File: config.mk
export PLATFORM = sky130hd
export DESIGN_NAME = fifo_bus_bridge
export DESIGN_NICKNAME = d
export VERILOG_FILES = /design/src/rtl/fbb_pkg.sv /design/src/rtl/fbb_fifo.sv /design/src/rtl/fbb_rx_pack.sv /design/src/rtl/fbb_tx_unpack.sv /design/src/rtl/fifo_bus_bridge.sv
export SDC_FILE = /design/constraint.sdc
export NUM_CORES = 1
export LEC_CHECK = 0
export ABC_AREA = 1
export BUFFER_PORTS_ARGS = -buffer_cell sky130_fd_sc_hd__buf_4
export CORE_ASPECT_RATIO = 1.1
export CORE_UTILIZATION = 25
export CTS_CLUSTER_SIZE = 24
export DETAILED_ROUTE_END_ITERATION = 8
export HOLD_SLACK_MARGIN = 0.12
export SYNTH_ARGS = -nofsm -noshare
export SYNTH_HDL_FRONTEND = slang
export SYNTH_SLANG_ARGS = --single-unit
File: constraint.sdc
create_clock -name clk -period 5.2 [get_ports clk]
set_clock_uncertainty 0.2 [all_clocks]
set_input_delay 0.26 -clock clk [delete_from_list [all_inputs] [get_ports clk]]
set_output_delay 0.26 -clock clk [all_outputs]
set_load 0.005 [all_outputs]
File: src/rtl/fbb_pkg.sv
package fbb_pkg;
   // Beat direction as seen from the external bus.
   typedef enum logic {
      BEAT_READ  = 1'b0,
      BEAT_WRITE = 1'b1
   } beat_dir_e;
endpackage

File: src/rtl/fbb_fifo.sv
module fbb_fifo #(
   parameter int DW    = 16,
   parameter int DEPTH = 32,
   localparam int AW   = (DEPTH > 1) ? $clog2(DEPTH) : 1,
   localparam int CW   = $clog2(DEPTH + 1)
) (
   input  logic          clk,
   input  logic          rst_n,
   input  logic          push,
   input  logic [DW-1:0] wdata,
   input  logic          pop,
   output logic [DW-1:0] head,
   output logic [CW-1:0] count,
   output logic          full,
   output logic          empty
);
   localparam bit POW2 = (DEPTH == (1 << AW));

   logic [DW-1:0] mem [DEPTH];
   logic [AW-1:0] wr_ptr, rd_ptr, wr_nx, rd_nx;
   logic          push_ok, pop_ok;

   assign full    = (count == CW'(DEPTH));
   assign empty   = (count == '0);
   assign push_ok = push && !full;
   assign pop_ok  = pop && !empty;
   assign head    = mem[rd_ptr];

   generate
      if (POW2) begin : g_wrap_natural
         assign wr_nx = wr_ptr + 1'b1;
         assign rd_nx = rd_ptr + 1'b1;
      end else begin : g_wrap_compare
         assign wr_nx = (wr_ptr == AW'(DEPTH - 1)) ? '0 : wr_ptr + 1'b1;
         assign rd_nx = (rd_ptr == AW'(DEPTH - 1)) ? '0 : rd_ptr + 1'b1;
      end
   endgenerate

   always_ff @(posedge clk) begin
      if (push_ok) mem[wr_ptr] <= wdata;
   end

   always_ff @(posedge clk) begin
      if (!rst_n) begin
         wr_ptr <= '0;
         rd_ptr <= '0;
         count  <= '0;
      end else begin
         if (push_ok) wr_ptr <= wr_nx;
         if (pop_ok)  rd_ptr <= rd_nx;
         case ({push_ok, pop_ok})
            2'b10:   count <= count + 1'b1;
            2'b01:   count <= count - 1'b1;
            default: count <= count;
         endcase
      end
   end
endmodule

File: src/rtl/fbb_rx_pack.sv
module fbb_rx_pack #(
   parameter int DW = 16,
   localparam int HW = DW / 2
) (
   input  logic          clk,
   input  logic          rst_n,
   input  logic          wide,
   input  logic          beat,
   input  logic [DW-1:0] din,
   input  logic          room,
   output logic          can_take,
   output logic          push,
   output logic [DW-1:0] pdata
);
   logic          phase;
   logic [HW-1:0] lo_q;
   logic          taken;

   // First byte of a pair only needs the holding register.
   assign can_take = wide ? room : (!phase || room);
   assign taken    = beat && can_take;
   assign push     = taken && (wide || phase);
   assign pdata    = wide ? din : {din[HW-1:0], lo_q};

   always_ff @(posedge clk) begin
      if (!rst_n) begin
         phase <= 1'b0;
         lo_q  <= '0;
      end else if (taken && !wide) begin
         if (!phase) lo_q <= din[HW-1:0];
         phase <= !phase;
      end
   end
endmodule

File: src/rtl/fbb_tx_unpack.sv
module fbb_tx_unpack #(
   parameter int DW    = 16,
   parameter int DEPTH = 32,
   localparam int HW   = DW / 2,
   localparam int CW   = $clog2(DEPTH + 1)
) (
   input  logic          clk,
   input  logic          rst_n,
   input  logic          wide,
   input  logic [DW-1:0] head,
   input  logic [CW-1:0] count,
   input  logic          take,
   output logic          can_give,
   output logic [DW-1:0] bdata,
   output logic          pop,
   output logic [CW:0]   beats
);
   logic phase;

   assign can_give = (count != '0);
   assign bdata    = wide ? head
                          : {HW'(0), (phase ? head[DW-1:HW] : head[HW-1:0])};
   assign pop      = take && can_give && (wide || phase);
   assign beats    = wide ? {1'b0, count}
                          : ({count, 1'b0} - (CW+1)'(phase));

   always_ff @(posedge clk) begin
      if (!rst_n)                          phase <= 1'b0;
      else if (take && can_give && !wide)  phase <= !phase;
   end
endmodule

File: src/rtl/fifo_bus_bridge.sv
module fifo_bus_bridge
   import fbb_pkg::*;
#(
   parameter int  DATA_W   = 16,
   parameter int  DEPTH    = 32,
   parameter int  BEAT_MAX = 16,
   localparam int CW       = $clog2(DEPTH + 1),
   localparam int XW       = $clog2(BEAT_MAX + 1)
) (
   input  logic              clk,
   input  logic              rst_n,
   input  logic              cfg_master,
   input  logic              cfg_wide,
   input  logic [XW-1:0]     cfg_xfer_beats,
   input  logic [CW-1:0]     cfg_rx_mark,
   input  logic              stat_clr,
   input  logic              tx_push,
   input  logic [DATA_W-1:0] tx_wdata,
   output logic              tx_full,
   input  logic              rx_pop,
   output logic [DATA_W-1:0] rx_rdata,
   output logic              rx_empty,
   input  logic              mst_start,
   input  logic              mst_write,
   input  logic [DATA_W-1:0] ext_d_in,
   output logic [DATA_W-1:0] ext_d_out,
   output logic              ext_d_oe,
   input  logic              ext_wr_in,
   output logic              ext_wr_out,
   output logic              ext_wr_oe,
   input  logic              ext_cs_in,
   output logic              ext_cs_out,
   output logic              ext_cs_oe,
   output logic              ext_rd_n,
   output logic              ext_rd_req,
   output logic              ext_rx_mark,
   output logic              ext_wait_n,
   output logic              sts_ovf,
   output logic              sts_unf
);
   // Elaboration-time parameter checks.
   if (DATA_W < 2 || (DATA_W % 2) != 0) begin : g_bad_width
      $error("DATA_W must be even and at least 2");
   end
   if (DEPTH < 2) begin : g_bad_depth
      $error("DEPTH must be at least 2");
   end
   if (BEAT_MAX < 1 || BEAT_MAX > 2 * DEPTH) begin : g_bad_beats
      $error("BEAT_MAX must lie in 1 .. 2*DEPTH");
   end

   // Slave-side decode.
   logic slv_sel, slv_wr, slv_rd;
   assign slv_sel = !cfg_master && !ext_cs_in;
   assign slv_wr  = slv_sel && (beat_dir_e'(ext_wr_in) == BEAT_WRITE);
   assign slv_rd  = slv_sel && (beat_dir_e'(ext_wr_in) == BEAT_READ);

   // Master beat register.
   logic              m_act, m_wr;
   logic [DATA_W-1:0] m_data;
   logic              mst_go, mst_tx_ok, m_rd_beat;

   // Transmit path.
   logic              tx_empty_unused;
   logic [DATA_W-1:0] tx_head;
   logic [CW-1:0]     tx_cnt;
   logic              tx_can, tx_pop, tx_take;
   logic [DATA_W-1:0] tx_bdata;
   logic [CW:0]       tx_beats;

   // Receive path.
   logic              rx_full, rx_can, rx_push;
   logic [DATA_W-1:0] rx_pdata;
   logic [CW-1:0]     rx_cnt;

   assign mst_go    = cfg_master && mst_start;
   assign mst_tx_ok = mst_go && mst_write && tx_can;
   assign m_rd_beat = m_act && !m_wr;
   assign tx_take   = (slv_rd && tx_can) || mst_tx_ok;

   fbb_fifo #(.DW(DATA_W), .DEPTH(DEPTH)) u_tx_fifo (
      .clk   (clk),
      .rst_n (rst_n),
      .push  (tx_push),
      .wdata (tx_wdata),
      .pop   (tx_pop),
      .head  (tx_head),
      .count (tx_cnt),
      .full  (tx_full),
      .empty (tx_empty_unused)
   );

   fbb_tx_unpack #(.DW(DATA_W), .DEPTH(DEPTH)) u_tx_unpack (
      .clk      (clk),
      .rst_n    (rst_n),
      .wide     (cfg_wide),
      .head     (tx_head),
      .count    (tx_cnt),
      .take     (tx_take),
      .can_give (tx_can),
      .bdata    (tx_bdata),
      .pop      (tx_pop),
      .beats    (tx_beats)
   );

   fbb_rx_pack #(.DW(DATA_W)) u_rx_pack (
      .clk      (clk),
      .rst_n    (rst_n),
      .wide     (cfg_wide),
      .beat     (slv_wr || m_rd_beat),
      .din      (ext_d_in),
      .room     (!rx_full),
      .can_take (rx_can),
      .push     (rx_push),
      .pdata    (rx_pdata)
   );

   fbb_fifo #(.DW(DATA_W), .DEPTH(DEPTH)) u_rx_fifo (
      .clk   (clk),
      .rst_n (rst_n),
      .push  (rx_push),
      .wdata (rx_pdata),
      .pop   (rx_pop),
      .head  (rx_rdata),
      .count (rx_cnt),
      .full  (rx_full),
      .empty (rx_empty)
   );

   always_ff @(posedge clk) begin
      if (!rst_n) begin
         m_act  <= 1'b0;
         m_wr   <= 1'b0;
         m_data <= '0;
      end else begin
         m_act <= mst_tx_ok || (mst_go && !mst_write);
         m_wr  <= mst_write;
         if (mst_tx_ok) m_data <= tx_bdata;
      end
   end

   always_ff @(posedge clk) begin
      if (!rst_n) begin
         sts_ovf <= 1'b0;
         sts_unf <= 1'b0;
      end else begin
         sts_ovf <= (sts_ovf && !stat_clr) || (tx_push && tx_full) || (m_rd_beat && !rx_can);
         sts_unf <= (sts_unf && !stat_clr) || (rx_pop && rx_empty) ||
                    (mst_go && mst_write && !tx_can);
      end
   end

   assign ext_wait_n  = !((slv_wr && !rx_can) || (slv_rd && !tx_can));
   assign ext_cs_oe   = cfg_master;
   assign ext_wr_oe   = cfg_master;
   assign ext_cs_out  = !m_act;
   assign ext_wr_out  = m_act && m_wr;
   assign ext_rd_n    = !m_rd_beat;
   assign ext_d_oe    = (m_act && m_wr) || slv_rd;
   assign ext_d_out   = m_act ? m_data : tx_bdata;
   assign ext_rd_req  = (tx_beats >= (CW+1)'(cfg_xfer_beats));
   assign ext_rx_mark = (rx_cnt >= cfg_rx_mark);
endmodule

==> results of run 1 <==
what timing repair did:
item | 4_1_cts | 5_1_grt
hold buffers | 55 | 0
hold endpoints to repair | 1043 | 0
setup endpoints to repair | 0 | 0
sequential cells by signal, summed over array words and instances (netlist names), 5 cells and up, named ones only:
name,count
u_tx_fifo.wr_ptr,5
u_rx_fifo.rd_ptr,5
u_rx_pack.lo_q,8
u_tx_fifo.count,6
u_rx_fifo.count,6
m_data,16
u_tx_fifo.rd_ptr,5
u_rx_fifo.wr_ptr,5
u_tx_fifo.mem,512
u_rx_fifo.mem,512
where the power goes:
part | switching [mW] | leakage (nW) | internal (mW)
logic | 2.29 | 7.00 | 1.06
registers | 0.170 | 9.85 | 9.77
clock network | 3.43 | 1.74 | 4.51
cells by family (layout without fill, tap and decap cells):
kind of cell | count (synthesis) | after routing
simple gates | 1758 | 1758
flops | 1096 | 1096
compound gates | 586 | 586
buf+inv | 426 | 663
fa+ha+maj | 28 | 28
xor+xnor | 18 | 18
other cells | 0 | 3
per-layer routing:
layer / vias up / track usage (%) / share of wire (%)
met5: - / 0 / 0.054
met4: 14 / 4.595 / 3.0
met3: 230 / 2.794 / 7.8
met2: 1148 / 22.06 / 47
met1: 14990 / 17.72 / 42
li1: 14120 / - / -
metrics by stage:
step	utilization (%)	cell area (um2)	setup WS [ps]	hold slack, ps
detailed placement	27.18	48840	1470	263.8
global route	29.50	53010	552.1	174.6
finish	29.51	53020	741.8	189.0
global placement	27.18	48840	1484	252.3
floorplan	-	45290	2364	153.5
CTS	29.50	53010	676.0	124.0
critical path: stages (launching register included):
cell and delay, ps:
dfxtp_4 550, clkinv_2 100, buf_4 560, buf_4 770, o21ai_0 220, o221ai_1 330, nand3_1 240, nand2_1 210
o21a_1 150, buf_4 110
final timing paths:
kind              slack (ps)  cells past startpoint            endpoint
setup / recovery         740                      9         rx_rdata[1]
hold / removal           190                      8     u_rx_pack.phase
setup reg to reg        1510                     15  u_rx_fifo.count[4]
hold reg to reg          270                      2     u_rx_pack.phase
placed cells by master, fill, tap and decap left out, types with 5 or more instances in the layout:
cell type and n:
edfxtp_1 1024, nor2_2 8, o221ai_1 92, o21ai_1 40, inv_2 7, bufinv_16 11, buf_12 6, xor2_1 11
o22ai_1 26, clkbuf_1 29, dfxtp_1 66, ha_1 28, clkbuf_16 110, o21ai_0 335, nor3_2 5, a21oi_1 64
nand3_1 482, dlygate4sd3_1 55, o21a_1 16, clkinv_2 15, buf_4 207, inv_1 174, nor2_1 463, nor3_1 9
xnor2_1 7, nand2_1 773, clkinv_1 30
final cells by class:
| class | instances | area [um2] |
|---|---|---|
| fill | 18070 | 126700 |
| sequential | 1096 | 32210 |
| multi-input combinational | 2390 | 11250 |
| tap | 2392 | 2993 |
| clock buffer | 142 | 2903 |
| timing repair buffer | 268 | 2225 |
| inverter | 188 | 719.4 |
| clock inverter | 65 | 711.9 |
| antenna | 3 | 7.507 |
==> impl_metrics.json, run 1 <==
{
  "synthAdderAreaFrac_pct": 0.7735,
  "place_inst": 6279,
  "tns_ps": 0,
  "ys_warn_count": 0,
  "synth.distinct_cells": 43,
  "holdCritStartpoint": "ext_wr_in",
  "crit_type": "flop to output port",
  "io_buffers": 98,
  "postSynth.asyncResetShare_pct": 0,
  "cp-start-kind": "flop",
  "ir_drop_mv": 0.2725,
  "grt_antenna_before_repair": 9,
  "wl_mm": 126.9,
  "clk_pin_slew_ps": 60,
  "powerDensity_nw_per_um2": 400.3,
  "yosysMostFrequentCell": "edfxtp_1",
  "synthTopCellsByCount": "1,024 x edfxtp_1, 773 x nand2_1, 482 x nand3_1, 470 x nor2_1, 337 x o21ai_0",
  "dpl.hpwl_mm": 73.10,
  "clk_latency_ps": 760,
  "grt_pass1_wl_mm": 187.9,
  "h-tree-depth": 3,
  "final_nets": 4136,
  "synth_area_leaders": "edfxtp_1 68%, nand2_1 6.4%, nand3_1 5.3%",
  "synth_simple_gate_area_share_pct": 16.09,
  "grt_max_degree": 171,
  "slew_headroom_pct": 28.40,
  "ys_seq_area_share_pct": 71.07,
  "die_w_um": 407.8,
  "clockBufferDepth": 3,
  "hold_viol": 0,
  "syn_nets": 3994,
  "fmax_ghz": 0.2243,
  "yosysTopAreaCell": "edfxtp_1",
  "fin_crit_ps": 4458,
  "grt_use_total_pct": 13.49,
  "synth-compound-area-share_pct": 7.481,
  "synth_top_family_by_area": "simple AND/OR/NAND/NOR gates",
  "synth-main-ff-cell": "edfxtp_1",
  "gp_routability_congestion": 0.8479,
  "worst_pin_slew_ps": 1074,
  "setup_viol": 0,
  "synth.area.mux_share_pct": 0,
  "finalPower_mw": 21.22,
  "dieArea_um2": 182900,
  "route.vias.total": 30500,
  "synth_edf_count": 1024,
  "avgViaCountPerCell": 4.660,
  "post-route-period-util_pct": 85.74,
  "syn_inst": 3912,
  "yosysTopAreaCellShare_pct": 67.89,
  "cts_setup_buffers": 0,
  "rows": 163,
  "required_ps": 4740,
  "hp-class": "input port to flop",
  "drive_gt1_share_pct": 9.761,
  "drt-initial-drc-count": 2803,
  "cts_tree": "yes",
  "grt_setup_unrepaired": "false",
  "die-height_um": 448.4,
  "status": "finished, final reports clean",
  "report.final.slew_viol_count": 0,
  "cts_inserted_buffers": 110,
  "drtAntennaViolNets": 0,
  "clock-root-buffer": "clkbuf_16",
  "dr.pass1.iters": 5,
  "fp.coreArea_um2": 179700,
  "start_util_pct": 25.21,
  "cp_max_fo": 72,
  "grt_overflow_total": 0,
  "cts_resized": 0,
  "synth-xor-area-share_pct": 0.3481,
  "synthToLayoutAreaGrowth_pct": 17.05,
  "cts_sinks": 1096,
  "fin_cells": 6544,
  "synth_area_um2": 45290,
  "first_global_vias": 29460,
  "drv_cap": 0,
  "pin_count": 99,
  "critPathArrivalTime_ps": 4000,
  "p_leak_nw": 18.59,
  "syn_avg_cell_area_um2": 11.58,
  "r2r_start": "u_rx_fifo.count[1]",
  "drc_errors": 0,
  "ys_ff_latch": 1096,
  "cp-end-kind": "output port",
  "avgRoutedWirePerCell_um": 19.39
}
No activity file was read; power rests on OpenSTA's default activity.
==> run 2: changes to the inputs <==
==> constraint.sdc (replaced) <==
create_clock -name clk -period 5.05 [get_ports clk]
set_clock_uncertainty 0.2 [all_clocks]
set_input_delay 0.2525 -clock clk [delete_from_list [all_inputs] [get_ports clk]]
set_output_delay 0.2525 -clock clk [all_outputs]
set_load 0.005 [all_outputs]
==> run 2 against run 1 <==
Die area unchanged. Combinational power rose by 6.0%. Via count is 0.47% lower. Critical path depth is 3 higher. Sequential share of layout area about the same. Worst setup slack improved by 76 ps. Utilization hardly changed. Hold slack improved by 71 ps. Final cell count barely moved. Largest cell class unchanged.
==> impl_metrics.json, run 2 (synthesis results as in run 1) <==
{
  "cp-start-kind": "flop",
  "postCtsHoldBufs": 57,
  "status": "finished, final reports clean",
  "pwr-share-seq_pct": 46.5,
  "drtAntennaViolNets": 0,
  "combPwrFrac_pct": 16.3,
  "fmax_ghz": 0.2363,
  "clk_pin_slew_ps": 60,
  "setup_viol": 0,
  "cts_inserted_buffers": 112,
  "clockBufferDepth": 3,
  "grt_pass1_wl_mm": 187.6,
  "ir_drop_mv": 0.3761,
  "rr_worst_depth": 16,
  "crit_type": "flop to output port",
  "cp_max_fo": 93,
  "rows": 163,
  "pin_count": 99,
  "rrSetupSlack_ps": 1400,
  "r2r_end": "u_rx_fifo.count[4]",
  "largest_registers": "u_rx_fifo.mem (512), u_tx_fifo.mem (512), m_data (16)",
  "gp_routability_congestion": 0.8620,
  "io_buffers": 98,
  "cts_sinks": 1096,
  "regArea_um2": 32210,
  "avgViaCountPerCell": 4.637,
  "hp-class": "input port to flop",
  "wl_mm": 127.0,
  "first_global_vias": 29060,
  "post-place-ws_ps": 1431,
  "placedInstanceArea_um2": 48840,
  "whs_path_depth": 5,
  "drive_gt1_share_pct": 9.872,
  "drt-initial-drc-count": 3187,
  "drv_cap": 0,
  "p_leak_nw": 18.61,
  "final_cell_mix": "1,024 x edfxtp_1, 773 x nand2_1, 482 x nand3_1",
  "route.vias.total": 30360,
  "cts_setup_buffers": 0,
  "hold_viol": 0,
  "required_ps": 4600,
  "final_nets": 4139,
  "grt_overflow_total": 0,
  "cts_resized": 0,
  "multiInputGateArea_um2": 11240,
  "post-route-period-util_pct": 83.81,
  "tns_ps": 0,
  "slew_headroom_pct": 25.96,
  "h-tree-depth": 3,
  "holdCritStartpoint": "stat_clr",
  "hold_path_end": "sts_ovf",
  "clock-root-buffer": "clkbuf_16",
  "die_w_um": 407.8,
  "grt_use_total_pct": 13.48,
  "p_sw_share_pct": 27.88,
  "setup_ws_ps": 817.8,
  "fp.coreArea_um2": 179700,
  "drc_errors": 0,
  "netSwitchingPower_mw": 6.090,
  "cp-end-kind": "output port",
  "start_util_pct": 25.21,
  "r2r_start": "u_rx_fifo.count[2]",
  "report.final.slew_viol_count": 0,
  "grt_max_degree": 156,
  "clkPwrFrac_pct": 37.2,
  "grt_antenna_before_repair": 8,
  "finalInstanceArea_um2": 53030,
  "intPower_mw": 15.76,
  "synthToLayoutAreaGrowth_pct": 17.09,
  "cts_tree": "yes",
  "layout_commonest_cell": "edfxtp_1",
  "worst_pin_slew_ps": 1111,
  "avgRoutedWirePerCell_um": 19.40,
  "fin_crit_ps": 4232,
  "dr.pass1.iters": 6,
  "dpl.hpwl_mm": 72.20,
  "die-height_um": 448.4,
  "clk_latency_ps": 750,
  "dieArea_um2": 182900,
  "n_fill_cell": 18160,
  "grt_setup_unrepaired": "false",
  "final_core_util_pct": 29.51,
  "critPathArrivalTime_ps": 3780,
  "powerDensity_nw_per_um2": 412.0
}
[run 2: layout make-up]
type / instances / share of cell area [%]
clock buffer: 162 / 5.849
sequential: 1096 / 60.74
inverter: 188 / 1.359
tap: 2392 / 5.644
multi-input combinational: 2390 / 21.20
antenna: 1 / 0.004719
clock inverter: 48 / 0.9697
timing repair buffer: 269 / 4.242
[run 2: worst max-delay path by stage]
stage	start	to	slack, ps
floorplan	m_act	u_rx_fifo.mem[3][0]	2210
global placement	u_rx_fifo.count[1]	u_rx_fifo.count[4]	1400
detailed placement	u_rx_fifo.count[1]	u_rx_fifo.count[4]	1430
CTS	flop	ext_d_out[2]	700
global route	flop	ext_d_out[2]	480
finish	flop	ext_d_out[2]	820
[run 2: power by group through the flow]
stage	combinational (mW)	clock, mW	sequential [mW]
floorplan	2.29	0	10.3
global placement	3.47	0	10.3
detailed placement	3.52	0	10.3
CTS	3.57	8.26	10.2
global route	3.93	8.61	10.2
finish	3.55	8.13	10.2
[run 2: worst max-delay path, stage by stage (launching register included)]
cell	delay (ps)
dfxtp_4	700
buf_4	910
nand2_1	120
nand3_1	130
nand3_1	70
nand2_1	130
nand2_1	50
nand3_1	200
nand3_1	150
nand2_1	100
nand2_1	50
nand2_1	200
buf_4	160
[run 2: per-stage QoR]
step | hold slack (ps) | instances | power, mW
after detailed placement | 271.1 | 6278 | 13.87
final | 260.2 | 6546 | 21.85
after global routing | 277.7 | 6545 | 22.70
after CTS | 181.5 | 6545 | 21.99
after global placement | 258.1 | 6278 | 13.81
after floorplan | 146.0 | 3912 | 12.60
[run 2: metal layers]
layer	routed length (um)	vias up	GRT usage, %
met2	59890	1144	22.04
met4	4213	4	5.024
met5	19	-	0
met3	9032	226	2.629
met1	53860	14860	17.66
li1	-	14130	-
